<file path="src/rtl/vec_pkg.sv">
// Shared opcode and bank encodings for the vector unit.
// Assumes a 3-bit opcode and a 2-bit bank code.
package vec_pkg;
    typedef enum logic [2:0] {
        VOP_LOAD  = 3'd0,
        VOP_STORE = 3'd1,
        VOP_ADD   = 3'd2,
        VOP_SUB   = 3'd3,
        VOP_MUL   = 3'd4
    } vop_e;

    localparam int NUM_BANKS = 3;
    localparam int BANK_W    = 2;
    localparam logic [BANK_W-1:0] BANK_DST = 2'd2;
endpackage

</file>
<file path="src/rtl/vec_seq.sv">
// Element sequencer: accepts a start when idle, walks the element index
// and produces busy/done plus the load-capture pipeline stage.
// Assumes memory read data returns exactly one cycle after the request.
module vec_seq
    import vec_pkg::*;
#(
    parameter int ADDR_W   = 16,
    parameter int NUM_ELEM = 8,
    localparam int IDX_W   = $clog2(NUM_ELEM)
) (
    input  logic              clk,
    input  logic              rst_n,
    input  logic              start_i,
    input  logic [2:0]        opcode_i,
    input  logic [BANK_W-1:0] bank_i,
    input  logic [ADDR_W-1:0] base_i,
    output logic              busy_o,
    output logic              done_o,
    output logic [IDX_W-1:0]  idx_o,
    output vop_e              op_o,
    output logic [BANK_W-1:0] bank_o,
    output logic [ADDR_W-1:0] base_o,
    output logic              cap_vld_o,
    output logic [IDX_W-1:0]  cap_idx_o,
    output logic [BANK_W-1:0] cap_bank_o
);
    localparam logic [IDX_W-1:0] LAST_IDX = IDX_W'(NUM_ELEM - 1);

    logic req_ok;
    logic accept;

    // Decide whether the requested opcode and bank form a legal instruction.
    always_comb begin
        unique case (opcode_i)
            VOP_LOAD, VOP_STORE: req_ok = (bank_i < BANK_W'(NUM_BANKS));
            VOP_ADD, VOP_SUB, VOP_MUL: req_ok = 1'b1;
            default: req_ok = 1'b0;
        endcase
    end

    assign accept = start_i && !busy_o && req_ok;

    // Run state: latch the instruction on accept and step the element index.
    always_ff @(posedge clk) begin
        if (!rst_n) begin
            busy_o <= 1'b0;
            done_o <= 1'b0;
            idx_o  <= '0;
            op_o   <= VOP_LOAD;
            bank_o <= '0;
            base_o <= '0;
        end else begin
            done_o <= 1'b0;
            if (accept) begin
                busy_o <= 1'b1;
                idx_o  <= '0;
                op_o   <= vop_e'(opcode_i);
                bank_o <= bank_i;
                base_o <= base_i;
            end else if (busy_o) begin
                if (idx_o == LAST_IDX) begin
                    busy_o <= 1'b0;
                    done_o <= 1'b1;
                end else begin
                    idx_o <= idx_o + 1'b1;
                end
            end
        end
    end

    // Load capture stage: remember which element the returning byte belongs to.
    always_ff @(posedge clk) begin
        if (!rst_n) begin
            cap_vld_o  <= 1'b0;
            cap_idx_o  <= '0;
            cap_bank_o <= '0;
        end else begin
            cap_vld_o  <= busy_o && (op_o == VOP_LOAD);
            cap_idx_o  <= idx_o;
            cap_bank_o <= bank_o;
        end
    end
endmodule

</file>
<file path="src/rtl/vec_regfile.sv">
// Three vector banks with one write port, the two fixed arithmetic
// source reads (bank 0 and bank 1) and one selectable read.
// Assumes the write index and the bank code are in range.
module vec_regfile
    import vec_pkg::*;
#(
    parameter int ELEM_W   = 8,
    parameter int NUM_ELEM = 8,
    localparam int IDX_W   = $clog2(NUM_ELEM)
) (
    input  logic              clk,
    input  logic              wr_en_i,
    input  logic [BANK_W-1:0] wr_bank_i,
    input  logic [IDX_W-1:0]  wr_idx_i,
    input  logic [ELEM_W-1:0] wr_data_i,
    input  logic [IDX_W-1:0]  rd_idx_i,
    input  logic [BANK_W-1:0] rd_bank_i,
    output logic [ELEM_W-1:0] src_a_o,
    output logic [ELEM_W-1:0] src_b_o,
    output logic [ELEM_W-1:0] sel_o
);
    logic [ELEM_W-1:0] rd_elem [NUM_BANKS];

    for (genvar b = 0; b < NUM_BANKS; b++) begin : g_bank
        logic [ELEM_W-1:0] cells [NUM_ELEM];

        // Element storage for one bank, written when this bank is addressed.
        always_ff @(posedge clk) begin
            if (wr_en_i && (wr_bank_i == BANK_W'(b))) begin
                cells[wr_idx_i] <= wr_data_i;
            end
        end

        assign rd_elem[b] = cells[rd_idx_i];
    end

    assign src_a_o = rd_elem[0];
    assign src_b_o = rd_elem[1];

    // Selectable read for stores; codes outside the bank range read zero.
    always_comb begin
        sel_o = '0;
        for (int b = 0; b < NUM_BANKS; b++) begin
            if (rd_bank_i == BANK_W'(b)) sel_o = rd_elem[b];
        end
    end
endmodule

</file>
<file path="src/rtl/vec_alu.sv">
// Element ALU: wrapping add and subtract, multiply keeping the low half.
// Purely combinational; non-arithmetic opcodes yield zero.
module vec_alu
    import vec_pkg::*;
#(
    parameter int ELEM_W = 8
) (
    input  vop_e              op_i,
    input  logic [ELEM_W-1:0] a_i,
    input  logic [ELEM_W-1:0] b_i,
    output logic [ELEM_W-1:0] y_o
);
    logic [2*ELEM_W-1:0] prod;

    assign prod = {{ELEM_W{1'b0}}, a_i} * {{ELEM_W{1'b0}}, b_i};

    // Select the element result for the current opcode.
    always_comb begin
        unique case (op_i)
            VOP_ADD: y_o = a_i + b_i;
            VOP_SUB: y_o = a_i - b_i;
            VOP_MUL: y_o = prod[ELEM_W-1:0];
            default: y_o = '0;
        endcase
    end
endmodule

</file>
<file path="src/rtl/vec_unit.sv">
// Top of the sequential vector unit. It ties the sequencer, the banks and
// the ALU together and drives the single-port byte memory interface.
// Assumes a memory with one-cycle read latency and single-cycle writes.
module vec_unit
    import vec_pkg::*;
#(
    parameter int ELEM_W   = 8,
    parameter int ADDR_W   = 16,
    parameter int NUM_ELEM = 8
) (
    input  logic              clk,
    input  logic              rst_n,
    input  logic              start_i,
    input  logic [2:0]        opcode_i,
    input  logic [1:0]        bank_i,
    input  logic [ADDR_W-1:0] base_i,
    output logic [ADDR_W-1:0] mem_addr_o,
    output logic              mem_rd_o,
    output logic              mem_wr_o,
    output logic [ELEM_W-1:0] mem_wdata_o,
    input  logic [ELEM_W-1:0] mem_rdata_i,
    output logic              busy_o,
    output logic              done_o
);
    localparam int IDX_W = $clog2(NUM_ELEM);

    logic [IDX_W-1:0]  idx;
    vop_e              op_q;
    logic [BANK_W-1:0] bank_q;
    logic [ADDR_W-1:0] base_q;
    logic              cap_vld;
    logic [IDX_W-1:0]  cap_idx;
    logic [BANK_W-1:0] cap_bank;
    logic              wr_en;
    logic [BANK_W-1:0] wr_bank;
    logic [IDX_W-1:0]  wr_idx;
    logic [ELEM_W-1:0] wr_data;
    logic [ELEM_W-1:0] src_a;
    logic [ELEM_W-1:0] src_b;
    logic [ELEM_W-1:0] sel_elem;
    logic [ELEM_W-1:0] alu_y;
    logic              is_arith;

    vec_seq #(
        .ADDR_W   (ADDR_W),
        .NUM_ELEM (NUM_ELEM)
    ) u_seq (
        .clk        (clk),
        .rst_n      (rst_n),
        .start_i    (start_i),
        .opcode_i   (opcode_i),
        .bank_i     (bank_i),
        .base_i     (base_i),
        .busy_o     (busy_o),
        .done_o     (done_o),
        .idx_o      (idx),
        .op_o       (op_q),
        .bank_o     (bank_q),
        .base_o     (base_q),
        .cap_vld_o  (cap_vld),
        .cap_idx_o  (cap_idx),
        .cap_bank_o (cap_bank)
    );

    vec_regfile #(
        .ELEM_W   (ELEM_W),
        .NUM_ELEM (NUM_ELEM)
    ) u_rf (
        .clk       (clk),
        .wr_en_i   (wr_en),
        .wr_bank_i (wr_bank),
        .wr_idx_i  (wr_idx),
        .wr_data_i (wr_data),
        .rd_idx_i  (idx),
        .rd_bank_i (bank_q),
        .src_a_o   (src_a),
        .src_b_o   (src_b),
        .sel_o     (sel_elem)
    );

    vec_alu #(
        .ELEM_W (ELEM_W)
    ) u_alu (
        .op_i (op_q),
        .a_i  (src_a),
        .b_i  (src_b),
        .y_o  (alu_y)
    );

    assign is_arith = (op_q == VOP_ADD) || (op_q == VOP_SUB) || (op_q == VOP_MUL);

    // Memory side: one access per busy cycle, the address stepping from the base.
    assign mem_addr_o  = base_q + ADDR_W'(idx);
    assign mem_rd_o    = busy_o && (op_q == VOP_LOAD);
    assign mem_wr_o    = busy_o && (op_q == VOP_STORE);
    assign mem_wdata_o = sel_elem;

    // Bank write port: load capture takes priority over the arithmetic result.
    always_comb begin
        wr_en   = 1'b0;
        wr_bank = BANK_DST;
        wr_idx  = idx;
        wr_data = alu_y;
        if (cap_vld) begin
            wr_en   = 1'b1;
            wr_bank = cap_bank;
            wr_idx  = cap_idx;
            wr_data = mem_rdata_i;
        end else if (busy_o && is_arith) begin
            wr_en = 1'b1;
        end
    end
endmodule

</file>
<file path="config.mk">
export PLATFORM = sky130hd
export DESIGN_NAME = vec_unit
export DESIGN_NICKNAME = d
export VERILOG_FILES = /design/src/rtl/vec_pkg.sv /design/src/rtl/vec_seq.sv /design/src/rtl/vec_regfile.sv /design/src/rtl/vec_alu.sv /design/src/rtl/vec_unit.sv
export SDC_FILE = /design/constraint.sdc
export NUM_CORES = 1
export LEC_CHECK = 0
export CAP_MARGIN = 20
export CORE_UTILIZATION = 60
export CTS_BUF_LIST = sky130_fd_sc_hd__clkbuf_8 sky130_fd_sc_hd__clkbuf_16
export CTS_CLUSTER_SIZE = 10
export DETAILED_ROUTE_END_ITERATION = 8
export DONT_BUFFER_PORTS = 1
export PLACE_DENSITY = 0.82
export SYNTH_ARGS = -nofsm -noshare
export SYNTH_HDL_FRONTEND = slang
export SYNTH_SLANG_ARGS = --single-unit
</file>
<file path="constraint.sdc">
create_clock -name clk -period 6.5 [get_ports clk]
set_input_delay 0.325 -clock clk [delete_from_list [all_inputs] [get_ports clk]]
set_output_delay 0.325 -clock clk [all_outputs]
set_load 0.03 [all_outputs]
</file>
=== Word-level counts from Yosys, hierarchy flattened ===
Memory sizes are Yosys's and may differ from the RTL's. A register that Yosys moved wholly into a read port is not among the register bits.
Index checks and enable logic that the tools add are counted.

* Magnitude comparators: 1
* Muxes and demuxes: 26
* Multipliers: 1
* Bitwise gates (word level): 3
* $add $sub $neg: 4
* Eq/ne operators: 13
* Reduce and logical (&&, ||, !) cells: 20

{| class="wikitable"
|+ Operators with widths
! kind !! number
|-
| $mux 8 || 4
|-
| $pmux 8 s3 || 1
|-
| $mux 3 || 7
|-
| $add 16x3->16 || 1
|-
| $eq 3x2->1 const B || 4
|-
| $mux 1 || 12
|-
| $eq 3x3->1 const B || 3
|-
| $add 8x8->8 || 1
|-
| $logic_and 1x1->1 || 8
|-
| $mul 8x8->8 || 1
|-
| $sub 8x8->8 || 1
|-
| $eq 3x1->1 const B || 2
|-
| $logic_not 3->1 || 2
|-
| $reduce_or 3->1 || 2
|-
| $eq 2x1->1 const B || 2
|-
| $eq 2x2->1 const B || 2
|-
| $logic_not 2->1 || 2
|-
| $reduce_or 2->1 || 2
|-
| $add 3x1->3 const B || 1
|-
| $not 1->1 || 3
|-
| $logic_or 1x1->1 || 2
|-
| $lt 2x2->1 const B || 1
|-
| $mux 2 || 1
|-
| $pmux 1 s2 || 1
|-
| other kinds (2) || 2
|}

* Memories kept: 3
* Logic and storage cells: 80
* Output and inout port bits: 28
* Input bits: 32
* Bits in writable memories: 192
* Flip-flop bits (word level): 32

{| class="wikitable"
|+ Memory list
! name !! depth !! width !! rd ports !! clocked after Yosys merged registers in !! wr ports !! RTL line !! RTL
|-
| u_rf.g_bank[0].cells || 8 || 8 || 1 || 1 || 1 || vec_regfile.sv:25 || <nowiki>logic [ELEM_W-1:0] cells [NUM_ELEM];</nowiki>
|-
| u_rf.g_bank[1].cells || 8 || 8 || 1 || 1 || 1 || vec_regfile.sv:25 ||
|-
| u_rf.g_bank[2].cells || 8 || 8 || 1 || 1 || 1 || vec_regfile.sv:25 ||
|}

=== Depth between registers and ports, before layout ===
* Depth in word-level cells: 9
* Gate-level depth with buffers: 24
* Depth with buffers taken out: 20

=== Cells and area by module ===
Synthesis repeated with hierarchy kept, for this count alone.

* Cells, all modules: 752
* Area, all modules: 10776.6 um2

{| class="wikitable"
|+ Modules (own cells, without submodules)
! module !! cells an instance !! instances !! area each (um2) !! seq. area each (um2)
|-
| vec_regfile || 374 || 1 || 7591.0 || 5765.5
|-
| vec_alu || 193 || 1 || 1433.9 || 0.0
|-
| vec_seq || 122 || 1 || 1241.2 || 640.6
|-
| vec_unit || 63 || 1 || 510.5 || 0.0
|}

=== Least setup slack after synthesis ===
Ideal clock, no wire load.

* Path kind: register to register
* Start point: register (tool-made name)
* End point: memory u_rf.g_bank[0].cells[0][7] (data pin)
* Setup slack: 0.550 ns
* Arrival: 5.688 ns
* Buffers on the path: 4
* Stages on the path, launching flop included: 24
* Cells stage by stage: dfxtp_1 buf_6 buf_8 buf_4 buf_2 mux2i_1 a22oi_1 o221ai_1 inv_1 nand2_1 fa_1 fa_1 inv_1 fa_1 inv_1 fa_1 inv_1 ha_1 a21oi_1 xnor2_1 xnor3_1 xor3_1 nor2b_1 o31a_1

{| class="wikitable"
|+ RTL lines
! what !! RTL line
|-
| end, declared || vec_regfile.sv:25
|}

==> flow_metrics.tcl <==
set metrics [dict create \
    synthSimpleGateAreaFrac_pct 8.50 \
    intPower_mw 2.60 \
    n_fill_cell 1132 \
    setup_tns_ns 0 \
    r2r_cells 19 \
    synth_edf_count 192 \
    synthCells 736 \
    hold_viol 0 \
    grt_overflow_total 0 \
    fmax_ghz 0.162 \
    die_x_um 136 \
    outcome "completed" \
    grt_pass1_vias 6655 \
    path_cells "buf_12 > mux2_2 > o221ai_1 > inv_1 > and2_1 > ha_1 > fa_1 > ha_1 > inv_1 > fa_1 > inv_1 > fa_1 > a21o_1 > a21oi_1 > xnor2_1 > xnor3_1 > xor3_1 > nor2b_1 > o31a_2" \
    seq_power_share_pct 47.6 \
    clkSinkCount 227 \
    track_usage_pct 27.1 \
    drv_cap 0 \
    crit_path_max_fanout 24 \
    synth_top_family_by_area "multiplexers" \
    nNetsFinal 860 \
    synth_fa_ha_area_share_pct 6.12 \
    ant_nets 0 \
    final_area_um2 12000 \
    clk_latency_ns 0.52 \
    route.vias.total 6300 \
    drv_slew 0 \
    power.total_mw 3.49 \
    worst_slack_ns 0.309 \
    cp_slowest_cell "dfxtp_2" \
    die_area_um2 18400 \
    ys_ff_latch 227 \
    drive_gt1_share_pct 13.3 \
    hpwl_um 15400 \
    routabilityCongestion 0.914 \
    pre_cts_ws_ns 0.185 \
    synth.avg_cell_area_um2 14.6 \
    firstDrtPassIters 5 \
    rsz0062_at_grt "no" \
    initial_core_util_pct 61.7 \
    postCtsSetupBuffers 0 \
    fin_crit_sh_pct 95.2 \
    critical_path_class "register to register" \
    antenna_found_initial 0 \
    fin_worst_skew_ns 0.00937 \
    place_area_um2 11100 \
    power_frac_comb_pct 16.5 \
    power.leakage_nw 4.42 \
    port_buffers 0 \
    setup_viol 0 \
    p_clk_share_pct 35.9 \
    crit_required_ns 6.70 \
    die_h_um 136 \
    ir_drop_mv 0.223 \
    reg2reg_to "u_rf.g_bank[2].cells[2][7]$_DFFE_PP_" \
    grt_max_degree 31 \
    synth_compound_area_share_pct 4.34 \
    dp.cells 960 \
    vias_per_cell 6.16 \
    netSwitchingPower_mw 0.887 \
    end_kind "register" \
    cp_top_family "adder cells" \
    cts_root_buffer "clkbuf_16" \
    power_density_nw_per_um2 290 \
    hold_path_depth 2 \
    grt_pass1_wl_um 36900 \
    synth.distinct_cells 56 \
    cp_data_arrival_time_ns 6.40 \
    r2r_setup_slack_ns 0.31 \
    syn-cell-area_um2 10700 \
    hold_path.startpoint "bank_i[0]" \
    whs_endpoint "u_seq.bank_o[0]$_SDFFE_PN0P_" \
    utilization_pct 69.2 \
    crit_buf_inv 4 \
    ioPinCount 60 \
    yosys_warnings 0 \
    fin_cells 1023 \
    worst_pin_slew_ns 1.17 \
    ys_seq_area_share_pct 60.4 \
    async_flop_share_pct 0 \
    synth_xor_area_share_pct 3.75 \
    rows 48 \
    path_clk_slew_ns 0.06 \
    period_minus_slack_ns 6.19 \
    whs_ns 0.0610 \
    fp.coreArea_um2 17400 \
    syn_nets 812 \
    synth_ff_type "edfxtp_1" \
    relSlewSlack_pct 21.6 \
    synthMuxAreaShare_pct 13.9 \
    wl_per_cell_um 23.5 \
    antennaDiodeCount 0 \
    drc 0 \
    min_path_type "input pin to register" \
    syn_to_final_growth_pct 12.1 \
    cts_tree "done" \
    ctsHtreeMaxLevel 1 \
    clockBufferDepth 3 \
    switching_share_pct 25.4 \
    drtIter0Drc 640 \
    cts_made_buffers 26 \
    slowest_delay_ns 0.63 \
    wirelength_um 24000 \
    cp-start-kind "register" \
]
-- layout by cell type (no fill, tap or decap), drive strengths merged, types with 2 or more instances in the layout --
cell         Yosys  layout
a21o             5       5
a21oi           17      17
a221oi           4       4
a22oi            7       7
a31oi            2       2
and2            13      13
and3             2       2
buf             14      26
clkbuf          13      26
clkinv           1       2
dfxtp           35      35
dlygate4sd3      0      21
edfxtp         192     192
fa              14      14
ha              30      30
inv             46      61
mux2             7       7
mux2i           44      44
mux4            41      41
nand2           48      48
nand2b           7       7
nand3            4       4
nand3b           4       4
nor2            68      68
nor2b           29      29
nor3             2       2
nor4b            2       2
nor4bb           2       2
o21ai           17      17
o22ai            5       5
o32ai            7       7
xnor2           27      27
xnor3            2       2
xor2            11      11
-- cell type report --
class | count | area, um^2 | area share, %
Clock buffer | 26 | 651 | 5.42
Clock inverter | 16 | 86.3 | 0.719
Inverter | 47 | 176 | 1.47
Multi-Input combinational cell | 435 | 3930 | 32.7
Sequential cell | 227 | 6470 | 53.8
Tap cell | 225 | 282 | 2.34
Timing Repair Buffer | 47 | 418 | 3.48
-- cell usage after synthesis, types with 2 or more instances --
cell type | n | area [um^2]
nor2_1 | 68 | 255
a31oi_1 | 2 | 12.5
o32ai_1 | 7 | 61.3
nor4bb_1 | 2 | 20.0
fa_1 | 14 | 280
xnor3_1 | 2 | 45.0
and3_1 | 2 | 12.5
clkbuf_1 | 13 | 48.8
a221oi_1 | 4 | 35.0
mux4_2 | 36 | 811
nand2b_1 | 7 | 43.8
edfxtp_1 | 192 | 5770
ha_1 | 30 | 375
o22ai_1 | 5 | 31.3
o21ai_2 | 2 | 17.5
a21o_1 | 5 | 37.5
buf_4 | 4 | 30.0
nor4b_1 | 2 | 17.5
buf_1 | 3 | 11.3
and2_1 | 13 | 81.3
inv_1 | 46 | 173
xor2_1 | 11 | 96.3
a22oi_1 | 7 | 52.6
nor3_1 | 2 | 10.0
o21ai_0 | 14 | 70.1
mux2i_1 | 42 | 420
buf_2 | 4 | 20.0
buf_6 | 2 | 22.5
a21oi_1 | 17 | 85.1
mux2_2 | 6 | 67.6
xnor2_1 | 27 | 236
mux4_1 | 5 | 131
nor2b_1 | 29 | 181
mux2i_4 | 2 | 45.0
nand3_1 | 4 | 20.0
dfxtp_1 | 35 | 701
nand2_1 | 48 | 180
nand3b_1 | 4 | 30.0
-- power by group through the flow --
stage | Sequential [mW] | Combinational, mW | Clock, mW
global route | 1.66 | 0.624 | 1.32
global placement | 1.69 | 0.527 | 0
detailed placement | 1.69 | 0.553 | 0
floorplan | 1.68 | 0.424 | 0
finish | 1.66 | 0.577 | 1.25
CTS | 1.66 | 0.570 | 1.27
-- sequential cells by signal, indices dropped and copies added (netlist names), named ones only --
| register | flops |
|---|---|
| u_seq.cap_idx_o | 3 |
| u_seq.done_o | 1 |
| u_seq.base_o | 16 |
| u_seq.busy_o | 1 |
| u_seq.cap_vld_o | 1 |
| u_seq.bank_o | 2 |
| u_rf.g_bank.cells | 192 |
| u_seq.idx_o | 3 |
| u_seq.op_o | 3 |
| u_seq.cap_bank_o | 2 |
-- routing by layer --
layer  wire length, um  global-route usage, %  part of all wire [%]
met1              9660                   35.4                    40
met2             11700                   44.7                    49
met3              1830                   5.35                   7.6
met4               784                   10.9                   3.3
met5                 0                      0                     0
-- what timing repair did --
action,4_1_cts,5_1_grt
resized for setup,0,1
setup endpoints to repair,0,24
hold buffers,21,0
endpoints found under the hold margin,30,0
-- worst max-delay path by stage --
stage	depth (start not counted)	start	slack [ns]	end
after CTS	17	register	0.08	u_rf.g_bank[1].cells[1][7]$_DFFE_PP_
after detailed placement	17	register	0.19	u_rf.g_bank[2].cells[4][7]$_DFFE_PP_
after global routing	19	register	0.09	u_rf.g_bank[1].cells[2][7]$_DFFE_PP_
after floorplan	23	register	0.55	u_rf.g_bank[0].cells[0][7]$_DFFE_PP_
after global placement	17	register	0.41	u_rf.g_bank[2].cells[6][7]$_DFFE_PP_
final	19	register	0.31	u_rf.g_bank[2].cells[2][7]$_DFFE_PP_
-- cells by family (layout without fill, tap and decap cells) --
kind of cell,count (synthesis),after routing
DFF,227,227
xor gates and xnor gates,41,41
AOI/OAI and AO/OA,71,71
buffers and inverters,74,136
adders and majority gates,44,44
muxes,92,92
and+or+nand+nor,187,187
-- worst register-to-register path, delay by kind of cell (launching register included) --
kind,cells,cell delay (ns)
adder cells (fa/ha/maj),5,1.97
AO/OA/AOI/OAI,4,1.09
XOR/XNOR,3,0.98
flip-flops,1,0.63
buffers and inverters,4,0.57
multiplexers,1,0.36
AND/OR/NAND/NOR,2,0.26
No activity file was read; power rests on OpenSTA's default activity.
